--- src/rtl/fdl_rx_pkg.sv ---
package fdl_rx_pkg;

    localparam int BYTE_W    = 8;
    localparam int ADDR_W    = 8;
    localparam int RUN_LIMIT = 5;
    localparam int RUN_W     = 3;

    localparam logic [ADDR_W-1:0] ADDR_RXBYTE = 8'h28;
    localparam logic [ADDR_W-1:0] ADDR_MATCHA = 8'h29;
    localparam logic [ADDR_W-1:0] ADDR_MATCHB = 8'h2A;
    localparam logic [ADDR_W-1:0] ADDR_CTRL   = 8'h2B;
    localparam logic [ADDR_W-1:0] ADDR_STAT   = 8'h2C;

    // bit 0 destuff enable, bit 1 byte-ready enable, bit 2 match enable
    typedef struct packed {
        logic match_ie;
        logic full_ie;
        logic destuff_en;
    } ctrl_t;

    // bit 0 byte-ready, bit 1 match, bit 2 overrun
    typedef struct packed {
        logic ovr;
        logic match;
        logic full;
    } stat_t;

    localparam int CTRL_W = $bits(ctrl_t);
    localparam int STAT_W = $bits(stat_t);

    function automatic logic [RUN_W-1:0] run_step(input logic [RUN_W-1:0] cur,
                                                  input logic one,
                                                  input logic [RUN_W-1:0] sat);
        if (!one)
            return '0;
        else if (cur == sat)
            return sat;
        else
            return cur + 1'b1;
    endfunction

endpackage

--- src/rtl/fdl_destuff.sv ---
module fdl_destuff
    import fdl_rx_pkg::*;
#(
    parameter int LIMIT = RUN_LIMIT,
    parameter int CW    = RUN_W
) (
    input  logic clk,
    input  logic rst,
    input  logic en,
    input  logic strobe,
    input  logic din,
    output logic accept
);
    localparam logic [CW-1:0] LIM = CW'(LIMIT);
    localparam logic [CW-1:0] SAT = CW'(LIMIT + 1);

    logic [CW-1:0] run_q;
    logic          stuffed;

    assign stuffed = en && strobe && !din && (run_q == LIM);
    assign accept  = strobe && !stuffed;

    always_ff @(posedge clk) begin
        if (rst)
            run_q <= '0;
        else if (!en)
            run_q <= '0;
        else if (strobe)
            run_q <= run_step(run_q, din, SAT);
    end

    assert_run_held_R7: assert property (@(posedge clk) disable iff (rst)
        !en |=> run_q == '0);

    assert_run_bound_R6: assert property (@(posedge clk) disable iff (rst)
        run_q <= SAT);

    assert_zero_ends_run_R5: assert property (@(posedge clk) disable iff (rst)
        (strobe && !din) |=> run_q == '0);

endmodule

--- src/rtl/fdl_byte_asm.sv ---
module fdl_byte_asm
    import fdl_rx_pkg::*;
#(
    parameter int W = BYTE_W
) (
    input  logic         clk,
    input  logic         rst,
    input  logic         accept,
    input  logic         din,
    output logic         done,
    output logic [W-1:0] byte_out
);
    localparam int            CNT_W = $clog2(W);
    localparam logic [CNT_W-1:0] LAST = CNT_W'(W - 1);

    logic [W-2:0]     part_q;
    logic [CNT_W-1:0] cnt_q;
    logic [W-1:0]     shifted;

    assign shifted  = {din, part_q};
    assign done     = accept && (cnt_q == LAST);
    assign byte_out = shifted;

    always_ff @(posedge clk) begin
        if (rst) begin
            part_q <= '0;
            cnt_q  <= '0;
        end else if (accept) begin
            part_q <= shifted[W-1:1];
            cnt_q  <= done ? '0 : cnt_q + 1'b1;
        end
    end

    assert_count_stall_R12: assert property (@(posedge clk) disable iff (rst)
        !accept |=> $stable(cnt_q) && $stable(part_q));

    assert_wrap_R1: assert property (@(posedge clk) disable iff (rst)
        done |=> cnt_q == '0);

endmodule

--- src/rtl/fdl_regs.sv ---
module fdl_regs
    import fdl_rx_pkg::*;
#(
    parameter int W = BYTE_W
) (
    input  logic              clk,
    input  logic              rst,
    input  logic              done,
    input  logic [W-1:0]      byte_in,
    input  logic [ADDR_W-1:0] reg_addr,
    input  logic              reg_wr,
    input  logic [W-1:0]      reg_wdata,
    output logic [W-1:0]      reg_rdata,
    output logic              destuff_en,
    output logic              irq_n
);
    logic [W-1:0] rx_q, ma_q, mb_q;
    ctrl_t        ctrl_q;
    stat_t        stat_q, clr, stat_d;
    logic         hit;

    assign clr = (reg_wr && reg_addr == ADDR_STAT) ? stat_t'(reg_wdata[STAT_W-1:0]) : '0;
    assign hit = done && ((byte_in == ma_q) || (byte_in == mb_q));

    always_comb begin
        stat_d.full  = done | (stat_q.full  & ~clr.full);
        stat_d.match = hit  | (stat_q.match & ~clr.match);
        stat_d.ovr   = (done & stat_q.full) | (stat_q.ovr & ~clr.ovr);
    end

    always_ff @(posedge clk) begin
        if (rst) begin
            rx_q   <= '0;
            ma_q   <= '0;
            mb_q   <= '0;
            ctrl_q <= '0;
            stat_q <= '0;
        end else begin
            stat_q <= stat_d;
            if (done)
                rx_q <= byte_in;
            if (reg_wr) begin
                case (reg_addr)
                    ADDR_MATCHA: ma_q   <= reg_wdata;
                    ADDR_MATCHB: mb_q   <= reg_wdata;
                    ADDR_CTRL:   ctrl_q <= ctrl_t'(reg_wdata[CTRL_W-1:0]);
                    default: ;
                endcase
            end
        end
    end

    always_comb begin
        case (reg_addr)
            ADDR_RXBYTE: reg_rdata = rx_q;
            ADDR_MATCHA: reg_rdata = ma_q;
            ADDR_MATCHB: reg_rdata = mb_q;
            ADDR_CTRL:   reg_rdata = W'(ctrl_q);
            ADDR_STAT:   reg_rdata = W'(stat_q);
            default:     reg_rdata = '0;
        endcase
    end

    assign destuff_en = ctrl_q.destuff_en;
    assign irq_n = !((stat_q.full && ctrl_q.full_ie) || (stat_q.match && ctrl_q.match_ie));

    assert_full_set_R2: assert property (@(posedge clk) disable iff (rst)
        done |=> stat_q.full);

    assert_match_a_R3: assert property (@(posedge clk) disable iff (rst)
        (done && byte_in == ma_q) |=> stat_q.match);

    assert_overrun_R9: assert property (@(posedge clk) disable iff (rst)
        (done && stat_q.full) |=> stat_q.ovr && rx_q == $past(byte_in));

    assert_sticky_R8: assert property (@(posedge clk) disable iff (rst)
        (stat_q.full && !(reg_wr && reg_addr == ADDR_STAT)) |=> stat_q.full);

    assert_quiet_irq_R4: assert property (@(posedge clk) disable iff (rst)
        (!ctrl_q.full_ie && !ctrl_q.match_ie) |-> irq_n);

endmodule

--- src/rtl/fdl_link_rx.sv ---
module fdl_link_rx
    import fdl_rx_pkg::*;
#(
    parameter int W = BYTE_W
) (
    input  logic              clk,
    input  logic              rst,
    input  logic              bit_strobe,
    input  logic              bit_in,
    input  logic [ADDR_W-1:0] reg_addr,
    input  logic              reg_wr,
    input  logic [W-1:0]      reg_wdata,
    output logic [W-1:0]      reg_rdata,
    output logic              irq_n
);
    logic         destuff_en;
    logic         accept;
    logic         done;
    logic [W-1:0] new_byte;

    fdl_destuff #(.LIMIT(RUN_LIMIT), .CW(RUN_W)) u_destuff (
        .clk    (clk),
        .rst    (rst),
        .en     (destuff_en),
        .strobe (bit_strobe),
        .din    (bit_in),
        .accept (accept)
    );

    fdl_byte_asm #(.W(W)) u_asm (
        .clk      (clk),
        .rst      (rst),
        .accept   (accept),
        .din      (bit_in),
        .done     (done),
        .byte_out (new_byte)
    );

    fdl_regs #(.W(W)) u_regs (
        .clk        (clk),
        .rst        (rst),
        .done       (done),
        .byte_in    (new_byte),
        .reg_addr   (reg_addr),
        .reg_wr     (reg_wr),
        .reg_wdata  (reg_wdata),
        .reg_rdata  (reg_rdata),
        .destuff_en (destuff_en),
        .irq_n      (irq_n)
    );

endmodule

--- config.mk ---
export PLATFORM = sky130hd
export DESIGN_NAME = fdl_link_rx
export DESIGN_NICKNAME = d
export VERILOG_FILES = /design/src/rtl/fdl_rx_pkg.sv /design/src/rtl/fdl_destuff.sv /design/src/rtl/fdl_byte_asm.sv /design/src/rtl/fdl_regs.sv /design/src/rtl/fdl_link_rx.sv
export SDC_FILE = /design/constraint.sdc
export NUM_CORES = 1
export LEC_CHECK = 0
export BUFFER_PORTS_ARGS = -buffer_cell sky130_fd_sc_hd__buf_2
export CORE_UTILIZATION = 42
export DETAILED_ROUTE_END_ITERATION = 8
export PLACE_DENSITY_LB_ADDON = 0.3
export SYNTH_ARGS = -nofsm -noshare
export SYNTH_HDL_FRONTEND = slang
export SYNTH_HIERARCHICAL = 1
export SYNTH_SLANG_ARGS = --single-unit
--- constraint.sdc ---
create_clock -name clk -period 2.7 [get_ports clk]
set_clock_uncertainty 0.2 [all_clocks]
set_input_delay 0 -clock clk [delete_from_list [all_inputs] [get_ports clk]]
set_output_delay 0 -clock clk [all_outputs]
set_load 0.03 [all_outputs]
==> flow_metrics.tcl, run 1 <==
set metrics [dict create \
    synth.cell_area_sq_um 2216 \
    holdCritPathClass "primary input to flip-flop" \
    max_slew_margin 0.5764 \
    period_needed_ps 2478 \
    drt_wl_total_mm 4.842 \
    synth.lib_cells_used.distinct 41 \
    routabilityCongestion 0.7800 \
    layout-drive-gt1-share 0.1588 \
    cts-buffers-inserted 5 \
    drc_errors 0 \
    post_drt_wl_per_cell_um 13.95 \
    synthFlopType "dfxtp_1" \
    timing.critical_path.from "u_destuff/run_q[1]" \
    setup.worst_path.class "flip-flop to flip-flop" \
    run_status "completed" \
    clk-insertion-delay-late_ps 290 \
    p_leak_nw 1.079 \
    overflow 0 \
    num_antenna_cells 0 \
    post_detailed_route_via_to_cell_ratio 5.043 \
    clockPowerShare 0.410 \
    cts.clk_slew.worst_paths_ps 80 \
    mappedNetlistNets 259 \
    final_critical_path_setup_slack_ps 221.5 \
    hold_viol 0 \
    hold_path.startpoint "reg_addr[0]" \
    cts-htree-levels 2 \
    rsz0062_at_grt "no" \
    placement.setup.worst_slack_ps 738.7 \
    initialDrtViolationCount 47 \
    place_hpwl_mm 3.385 \
    sequential_cell_area_fraction_in_the_yosys_report 0.3885 \
    worstSetupEndpointType "flip-flop" \
    power.switching_fraction 0.2179 \
    first_global_vias 1564 \
    postSynth.asyncResetShare 0 \
    cts_post_setup_buffers_inserted 0 \
    layout.cells.most_common "nor2_1" \
    power.sequential.fraction 0.511 \
    final_nets 302 \
    synth.largest_area_cell "dfxtp_1" \
    die-area_sq_um 5570 \
    ir_worst_vdd_uv 301.9 \
    cts.path.max_buffers 2 \
    firstDrtPassIters 4 \
    cts_sinks 43 \
    core_area_sq_um 5107 \
    timing.setup.tns_ps 0 \
    area.growth.synth_to_final_pct 20.44 \
    tritoncts "done" \
    worst-endpoint-arrival_ps 2520 \
    yosys-top-cells-area "dfxtp_1, mux2i_1, nor2_1" \
    chipHeight_um 74.64 \
    routed-via-count 1750 \
    p_sw_mw 0.2744 \
    finalNonFillerCells 347 \
    root_buffer_cell "clkbuf_8" \
    fin_worst_hold_slack_ps 42.60 \
    synth_seq_cells 43 \
    grt_start_max_net_pins 25 \
    critical_path_peak_fanout 10 \
    pwr-share-comb 0.079 \
    synth-edff-count 0 \
    internal-power_mw 0.9848 \
    synth_top_area_frac 0.3885 \
    worstPathRequired_ps 2740 \
    power_per_cell_area_nw_per_um2 471.8 \
    yosys_warnings 6 \
    netlist_instances 233 \
    ioPinCount 30 \
    final_max_slew_viol_count 0 \
    worst_margin_slew_ps 634.1 \
    placed_cells 324 \
    die_w_um 74.64 \
    synth.avg_cell_area_sq_um 9.510 \
    grt_pass1_wl_mm 7.672 \
    power.total_mw 1.259 \
    startpoint_type "flip-flop" \
    floorplan.initialDensity 0.4339 \
    period_share 0.9179 \
    fmaxAchievable_mhz 403.5 \
    finalSetupViolCount 0 \
    r2r-start "u_destuff/run_q[1]" \
    initial_antenna_violation_count 0 \
    most_frequent_cells_in_the_layout "nor2_1, mux2i_1, dfxtp_1" \
    route.antenna.remaining_nets 0 \
    floorplan.rows 26 \
    globalRouteTotalUtil 0.1843 \
    place.port_buffers 29 \
    drv_cap 0 \
]
-- kinds of logic (layout without fill, tap and decap cells) --
group | Yosys count | after routing | share of synthesized area
mux | 45 | 45 | 0.2038
buf+inv | 14 | 58 | 0.03500
simple gates | 86 | 86 | 0.2101
xor+xnor | 16 | 16 | 0.06324
fa+ha+maj | 5 | 5 | 0.02823
flops | 43 | 43 | 0.3885
compound gates | 24 | 24 | 0.07115
-- final timing paths --
kind / to / slack (ps) / cells past startpoint
max: u_regs/stat_q[0] / 220 / 8
min: u_regs/destuff_en / 40 / 4
max reg2reg: u_regs/stat_q[0] / 220 / 8
min reg2reg: u_asm/cnt_q[2] / 280 / 2
-- synthesized netlist by cell type (2+ instances only) --
cell type	number
a32o_1	2
dfxtp_1	43
nand2_1	6
buf_4	2
o22ai_1	3
inv_1	4
a311oi_1	2
nor2_1	49
nand3_1	2
mux2i_1	44
nor2b_1	5
and2_1	2
xnor2_1	16
clkbuf_1	5
and3_1	2
nand4_1	4
a21oi_1	10
a22oi_1	3
nand2b_1	3
ha_1	5
-- worst max-delay path, cell delays in order (launching register included) --
cell	delay, ps
dfxtp_1	380
inv_1	60
ha_1	170
nand4b_1	80
and2_1	160
and2_1	480
nor2_1	100
a311oi_1	240
dlygate4sd3_1	570
-- stage by stage --
step	utilization	cell area [sq um]
3_5_place_dp	0.4701	2401
6_report	0.5225	2669
2_1_floorplan	-	2216
4_1_cts	0.5225	2669
5_1_grt	0.5225	2669
3_3_place_gp	0.4701	2401
-- layer usage --
metal,GRT usage,wire length (um)
met2,0.2963,2194
met4,0.05031,29
met5,0,0
met1,0.2504,2443
met3,0.04016,175
-- power groups by stage --
stage / clock (mW) / sequential [mW] / combinational, mW
finish: 0.516 / 0.643 / 0.100
global route: 0.556 / 0.644 / 0.111
CTS: 0.536 / 0.643 / 0.101
detailed placement: 0 / 0.658 / 0.0868
global placement: 0 / 0.658 / 0.0866
floorplan: 0 / 0.657 / 0.0519
-- flip-flops by register name, summed over array words and instances, names as in the netlist --
| name | cells |
|---|---|
| u_regs/ma_q | 8 |
| u_regs/ctrl_q | 2 |
| u_asm/part_q | 7 |
| u_regs/stat_q | 3 |
| u_regs/destuff_en | 1 |
| u_regs/mb_q | 8 |
| u_destuff/run_q | 3 |
| u_regs/rx_q | 8 |
| u_asm/cnt_q | 3 |
-- timing repair --
item / CTS / global route
resized for setup: 0 / 0
hold buffers: 15 / 0
hold endpoints to repair: 32 / 0
-- layout make-up --
class,instances,area (sq um)
clock inverter,2,35.03
timing repair buffer,46,310.3
tap,70,87.58
sequential,43,860.8
fill,474,2439
inverter,4,15.01
clock buffer,6,82.58
multi-input combinational,176,1277
No activity file was read; power rests on OpenSTA's default activity.
==> inputs of run 2 (changes only) <==
--- a/config.mk
+++ b/config.mk
@@ -5,9 +5,10 @@
 export SDC_FILE = /design/constraint.sdc
 export NUM_CORES = 1
 export LEC_CHECK = 0
-export BUFFER_PORTS_ARGS = -buffer_cell sky130_fd_sc_hd__buf_2
+export BUFFER_PORTS_ARGS = -buffer_cell sky130_fd_sc_hd__buf_4
 export CORE_UTILIZATION = 42
 export DETAILED_ROUTE_END_ITERATION = 8
+export HOLD_SLACK_MARGIN = 0.12
 export PLACE_DENSITY_LB_ADDON = 0.3
 export SYNTH_ARGS = -nofsm -noshare
 export SYNTH_HDL_FRONTEND = slang
==> run 2 against run 1 <==
  * Wire length is 5.2% higher
  * Combinational power up 14%
  * Hold slack gained 220 ps
  * Cell count up 4.3%
  * Critical path depth did not move
==> flow_metrics.tcl, run 2 (synthesized netlist as in run 1, its figures left out) <==
set metrics [dict create \
    floorplan.initialDensity 0.4339 \
    most_frequent_cells_in_the_layout "nor2_1, mux2i_1, dfxtp_1" \
    period_share 0.9353 \
    multi_input_comb_area_sq_um 1280 \
    hold_viol 0 \
    die-area_sq_um 5570 \
    setup.reg_to_reg.worst_slack_ps 360 \
    timing.setup.tns_ps 0 \
    layout-drive-gt1-share 0.1644 \
    grt_pass1_wl_mm 8.135 \
    layout.cells.most_common "nor2_1" \
    rsz0062_at_grt "no" \
    worst_margin_slew_ps 578.6 \
    worstPathRequired_ps 2750 \
    drt_wl_total_mm 5.096 \
    fillCellCount 498 \
    initial_antenna_violation_count 0 \
    route.antenna.remaining_nets 0 \
    clk-insertion-delay-late_ps 300 \
    max_slew_margin 0.6135 \
    ir_worst_vdd_uv 332.6 \
    die_w_um 74.64 \
    fmaxAchievable_mhz 396.0 \
    worst-endpoint-arrival_ps 2580 \
    place.port_buffers 29 \
    worst-r2r-cell-count 8 \
    cts.path.max_buffers 2 \
    cts_sinks 43 \
    post_detailed_route_via_to_cell_ratio 5.052 \
    drc_errors 0 \
    power_per_cell_area_nw_per_um2 407.4 \
    final_max_slew_viol_count 0 \
    root_buffer_cell "clkbuf_8" \
    firstDrtPassIters 4 \
    placedInstanceArea_sq_um 2466 \
    worst_path_largest_cell_delay_ps 590 \
    globalRouteTotalUtil 0.1963 \
    placement.setup.worst_slack_ps 717.7 \
    routed-via-count 1829 \
    initialDrtViolationCount 62 \
    crit_top_cell "dlygate4sd3_1" \
    overflow 0 \
    register_area_sq_um 860.8 \
    final_critical_path_setup_slack_ps 174.6 \
    placed_cells 323 \
    critPathBufInv 4 \
    run_status "completed" \
    first_global_vias 1720 \
    hold_path.startpoint "reg_addr[6]" \
    critical_path.cell_chain "dlygate4sd3_1 -> buf_4 -> nor4b_4 -> dlygate4sd3_1 -> and3_2 -> nand2_1 -> a21oi_1 -> dlygate4sd3_1" \
    cpLargestDelayFamily "buffers and inverters" \
    critical_path_peak_fanout 4 \
    worst_hold_path.endpoint "u_regs/mb_q[2]" \
    cts.clk_slew.worst_paths_ps 80 \
    tritoncts "done" \
    setup.worst_path.class "primary input to flip-flop" \
    num_antenna_cells 0 \
    cts-htree-levels 2 \
    power.total_mw 1.163 \
    layout.core_utilization 0.5588 \
    r2r-start "u_destuff/run_q[1]" \
    period_needed_ps 2525 \
    regs_by_ff_count "u_regs/ma_q x8, u_regs/mb_q x8, u_regs/rx_q x8" \
    grt_start_max_net_pins 44 \
    core_area_sq_um 5107 \
    area.growth.synth_to_final_pct 28.80 \
    routabilityCongestion 0.7856 \
    worst_r2r_endpoint "u_regs/stat_q[0]" \
    place_hpwl_mm 3.346 \
    hold_depth 6 \
    final_nets 317 \
    startpoint_type "primary input" \
    drv_cap 0 \
    floorplan.rows 26 \
    worstSetupEndpointType "flip-flop" \
    holdCritPathClass "primary input to flip-flop" \
    finalSetupViolCount 0 \
    cts-buffers-inserted 5 \
    cp_slowest_cell "dlygate4sd3_1" \
    chipHeight_um 74.64 \
    fin_area_sq_um 2854 \
    finalNonFillerCells 362 \
    ioPinCount 30 \
    p_leak_nw 1.138 \
    post_drt_wl_per_cell_um 14.08 \
    fin_worst_hold_slack_ps 262.4 \
]
## run 2: where the power goes
group	internal, mW	total, mW	switching (mW)
logic	0.0597	0.114	0.0546
clock network	0.181	0.406	0.225
registers	0.638	0.643	0.00488
total	0.879	1.16	0.284
## run 2: how the worst max path moves through the flow
stage                             from           endpoint  slack (ps)  cells past startpoint
global placement    u_destuff/run_q[1]   u_regs/stat_q[1]         780                      8
finish                     reg_addr[7]  u_regs/destuff_en         170                      8
CTS                        reg_addr[7]     u_regs/ma_q[3]          30                      8
global route               reg_addr[7]  u_regs/destuff_en          80                      8
detailed placement  u_destuff/run_q[1]   u_regs/stat_q[2]         720                      8
floorplan           u_destuff/run_q[1]   u_regs/stat_q[1]         580                     10
## run 2: final cells by class
class                   count  share of cell area
multi-input cells         176              0.4485
clock inverters             2            0.004384
inverters                   4            0.005261
well taps                  70             0.03069
flip-flops and latches     43              0.3016
clock buffers               6             0.02543
repair buffers             61              0.1841
## run 2: worst min-delay path, stage by stage
cell     delay (ps)
buf_4           100
nor4b_4          50
buf_4           140
and4_4          240
mux2i_1         130
nor2_1           70
## run 2: repair_timing
action | 4_1_cts | 5_1_grt
buffers inserted | 0 | 4
resized for setup | 0 | 2
hold buffers | 29 | 0
hold endpoints to repair | 43 | 0
endpoints found under the setup margin | 0 | 4
## run 2: per-layer routing
metal  GRT usage  share of wire  up-vias
li1            -              -      930
met1      0.2535           0.49      857
met2      0.3223           0.46       34
met3     0.04819          0.038        8
met4     0.06499          0.017        0
met5           0              0        -
==> inputs of run 3 (changes only) <==
==> constraint.sdc (replaced) <==
create_clock -name clk -period 2.4 [get_ports clk]
set_clock_uncertainty 0.2 [all_clocks]
set_input_delay 0 -clock clk [delete_from_list [all_inputs] [get_ports clk]]
set_output_delay 0 -clock clk [all_outputs]
set_load 0.03 [all_outputs]
==> run 3 against run 2 <==
  * Power rose by 23%
  * Global-route usage is 0.20 points higher
  * Critical path depth shrank 1
  * Combinational power rose by 13%
  * Clock power up 44%
  * Die area unchanged
  * First-iteration DRC count rose by 48%
  * Register-to-register slack better by 40 ps
  * Sequential power increased by 12%
  * Hold slack got worse by 55 ps
  * Critical path type unchanged
  * Highest routed layer unchanged
==> flow_metrics.tcl, run 3 (synthesized netlist as in run 1, its figures left out) <==
set metrics [dict create \
    run_status "completed" \
    final_max_slew_viol_count 0 \
    hold_viol 0 \
    place.port_buffers 29 \
    cts-buffers-inserted 5 \
    cts_sinks 43 \
    critical_path.cell_chain "dlygate4sd3_1 -> buf_4 -> and4_4 -> mux2i_1 -> dlygate4sd3_1 -> nor2_1 -> dlygate4sd3_1" \
    core_area_sq_um 5107 \
    cts.clk_slew.worst_paths_ps 80 \
    worst_hold_path.endpoint "u_regs/stat_q[0]" \
    cts-htree-levels 2 \
    cpLargestDelayFamily "buffers and inverters" \
    rsz0062_at_grt "no" \
    cts.path.max_buffers 2 \
    worst-r2r-cell-count 8 \
    worst_r2r_endpoint "u_regs/stat_q[1]" \
    worst_path_largest_cell_delay_ps 570 \
    routed-via-count 1875 \
    area.growth.synth_to_final_pct 30.38 \
    initial_antenna_violation_count 0 \
    grt_start_max_net_pins 44 \
    placedInstanceArea_sq_um 2466 \
    ir_worst_vdd_uv 397.9 \
    grt_pass1_wl_mm 8.183 \
    post_drt_wl_per_cell_um 14.53 \
    holdCritPathClass "primary input to flip-flop" \
    ioPinCount 30 \
    fin_area_sq_um 2889 \
    max_slew_margin 0.5891 \
    period_share 0.9642 \
    worstSetupEndpointType "flip-flop" \
    place_hpwl_mm 3.384 \
    root_buffer_cell "clkbuf_8" \
    layout.cells.most_common "nor2_1" \
    overflow 0 \
    tritoncts "done" \
    route.antenna.remaining_nets 0 \
    r2r-start "u_destuff/run_q[1]" \
    clk-insertion-delay-late_ps 290 \
    die-area_sq_um 5570 \
    power.total_mw 1.436 \
    hold_path.startpoint "reg_addr[3]" \
    most_frequent_cells_in_the_layout "nor2_1, mux2i_1, dfxtp_1" \
    num_antenna_cells 0 \
    layout-drive-gt1-share 0.1541 \
    period_needed_ps 2314 \
    chipHeight_um 74.64 \
    initialDrtViolationCount 92 \
    worst_margin_slew_ps 615.1 \
    setup.worst_path.class "primary input to flip-flop" \
    final_nets 317 \
    fmaxAchievable_mhz 432.2 \
    timing.setup.tns_ps 0 \
    critical_path_peak_fanout 5 \
    worstPathRequired_ps 2380 \
    post_detailed_route_via_to_cell_ratio 5.180 \
    worst-endpoint-arrival_ps 2290 \
    drc_errors 0 \
    crit_top_cell "dlygate4sd3_1" \
    first_global_vias 1722 \
    routabilityCongestion 0.7941 \
    placement.setup.worst_slack_ps 433.5 \
    p_leak_nw 1.159 \
    floorplan.initialDensity 0.4339 \
    firstDrtPassIters 4 \
    fillCellCount 473 \
    globalRouteTotalUtil 0.1984 \
    cp_slowest_cell "dlygate4sd3_1" \
    regs_by_ff_count "u_regs/ma_q x8, u_regs/mb_q x8, u_regs/rx_q x8" \
    finalSetupViolCount 0 \
    timing.critical_path.depth 7 \
    startpoint_type "primary input" \
    hold_depth 4 \
    final_critical_path_setup_slack_ps 86.01 \
    power_per_cell_area_nw_per_um2 497.1 \
    die_w_um 74.64 \
    critPathBufInv 4 \
    drv_cap 0 \
    setup.reg_to_reg.worst_slack_ps 400 \
    fin_worst_hold_slack_ps 207.3 \
    drt_wl_total_mm 5.260 \
    floorplan.rows 26 \
]
run 3: how the worst max path moves through the flow:
stage                  startpoint          endpoint  slack (ps)
2_1_floorplan  u_destuff/run_q[1]  u_regs/stat_q[1]         280
3_5_place_dp   u_destuff/run_q[1]  u_regs/stat_q[1]         430
3_3_place_gp   u_destuff/run_q[1]  u_regs/stat_q[1]         490
4_1_cts                    reg_wr    u_regs/mb_q[5]          90
5_1_grt                    reg_wr    u_regs/mb_q[5]          20
6_report                   reg_wr    u_regs/mb_q[5]          90
run 3: what timing repair did:
action / CTS / global route
setup buffers: 0 / 2
hold buffers: 29 / 0
hold endpoints to repair: 43 / 0
setup endpoints to repair: 0 / 1
gates resized for setup: 0 / 0
run 3: routing by layer:
metal / vias to the layer above / share of wire / global-route usage
met3: 8 / 0.053 / 0.04819
met4: 0 / 0.014 / 0.06709
met5: - / 0 / 0
li1: 936 / - / -
met2: 57 / 0.45 / 0.3163
met1: 874 / 0.48 / 0.2638
run 3: area by class of cell:
class,count,area [sq um],share of cell area
clock buffer,6,82.58,0.02858
clock inverter,2,35.03,0.01213
inverter,4,15.01,0.005197
multi-input combinational,176,1277,0.4422
sequential,43,860.8,0.2980
tap,70,87.58,0.03032
timing repair buffer,61,530.5,0.1836
run 3: metrics by stage:
step,util,cells
3_3_place_gp,0.4829,323
4_1_cts,0.5627,360
3_5_place_dp,0.4829,323
6_report,0.5657,362
5_1_grt,0.5657,362
2_1_floorplan,-,233
run 3: power breakdown:
group          switching (mW)  leakage, nW  internal, mW
Combinational          0.0620        0.751        0.0670
Clock                   0.247       0.0612         0.337
Sequential            0.00545        0.347         0.718
Total                   0.314         1.16          1.12
run 3: tightest hold or removal path: stages:
cell      delay [ps]
buf_4             80
and4bb_2         220
and4_1           250
a311oi_1         100
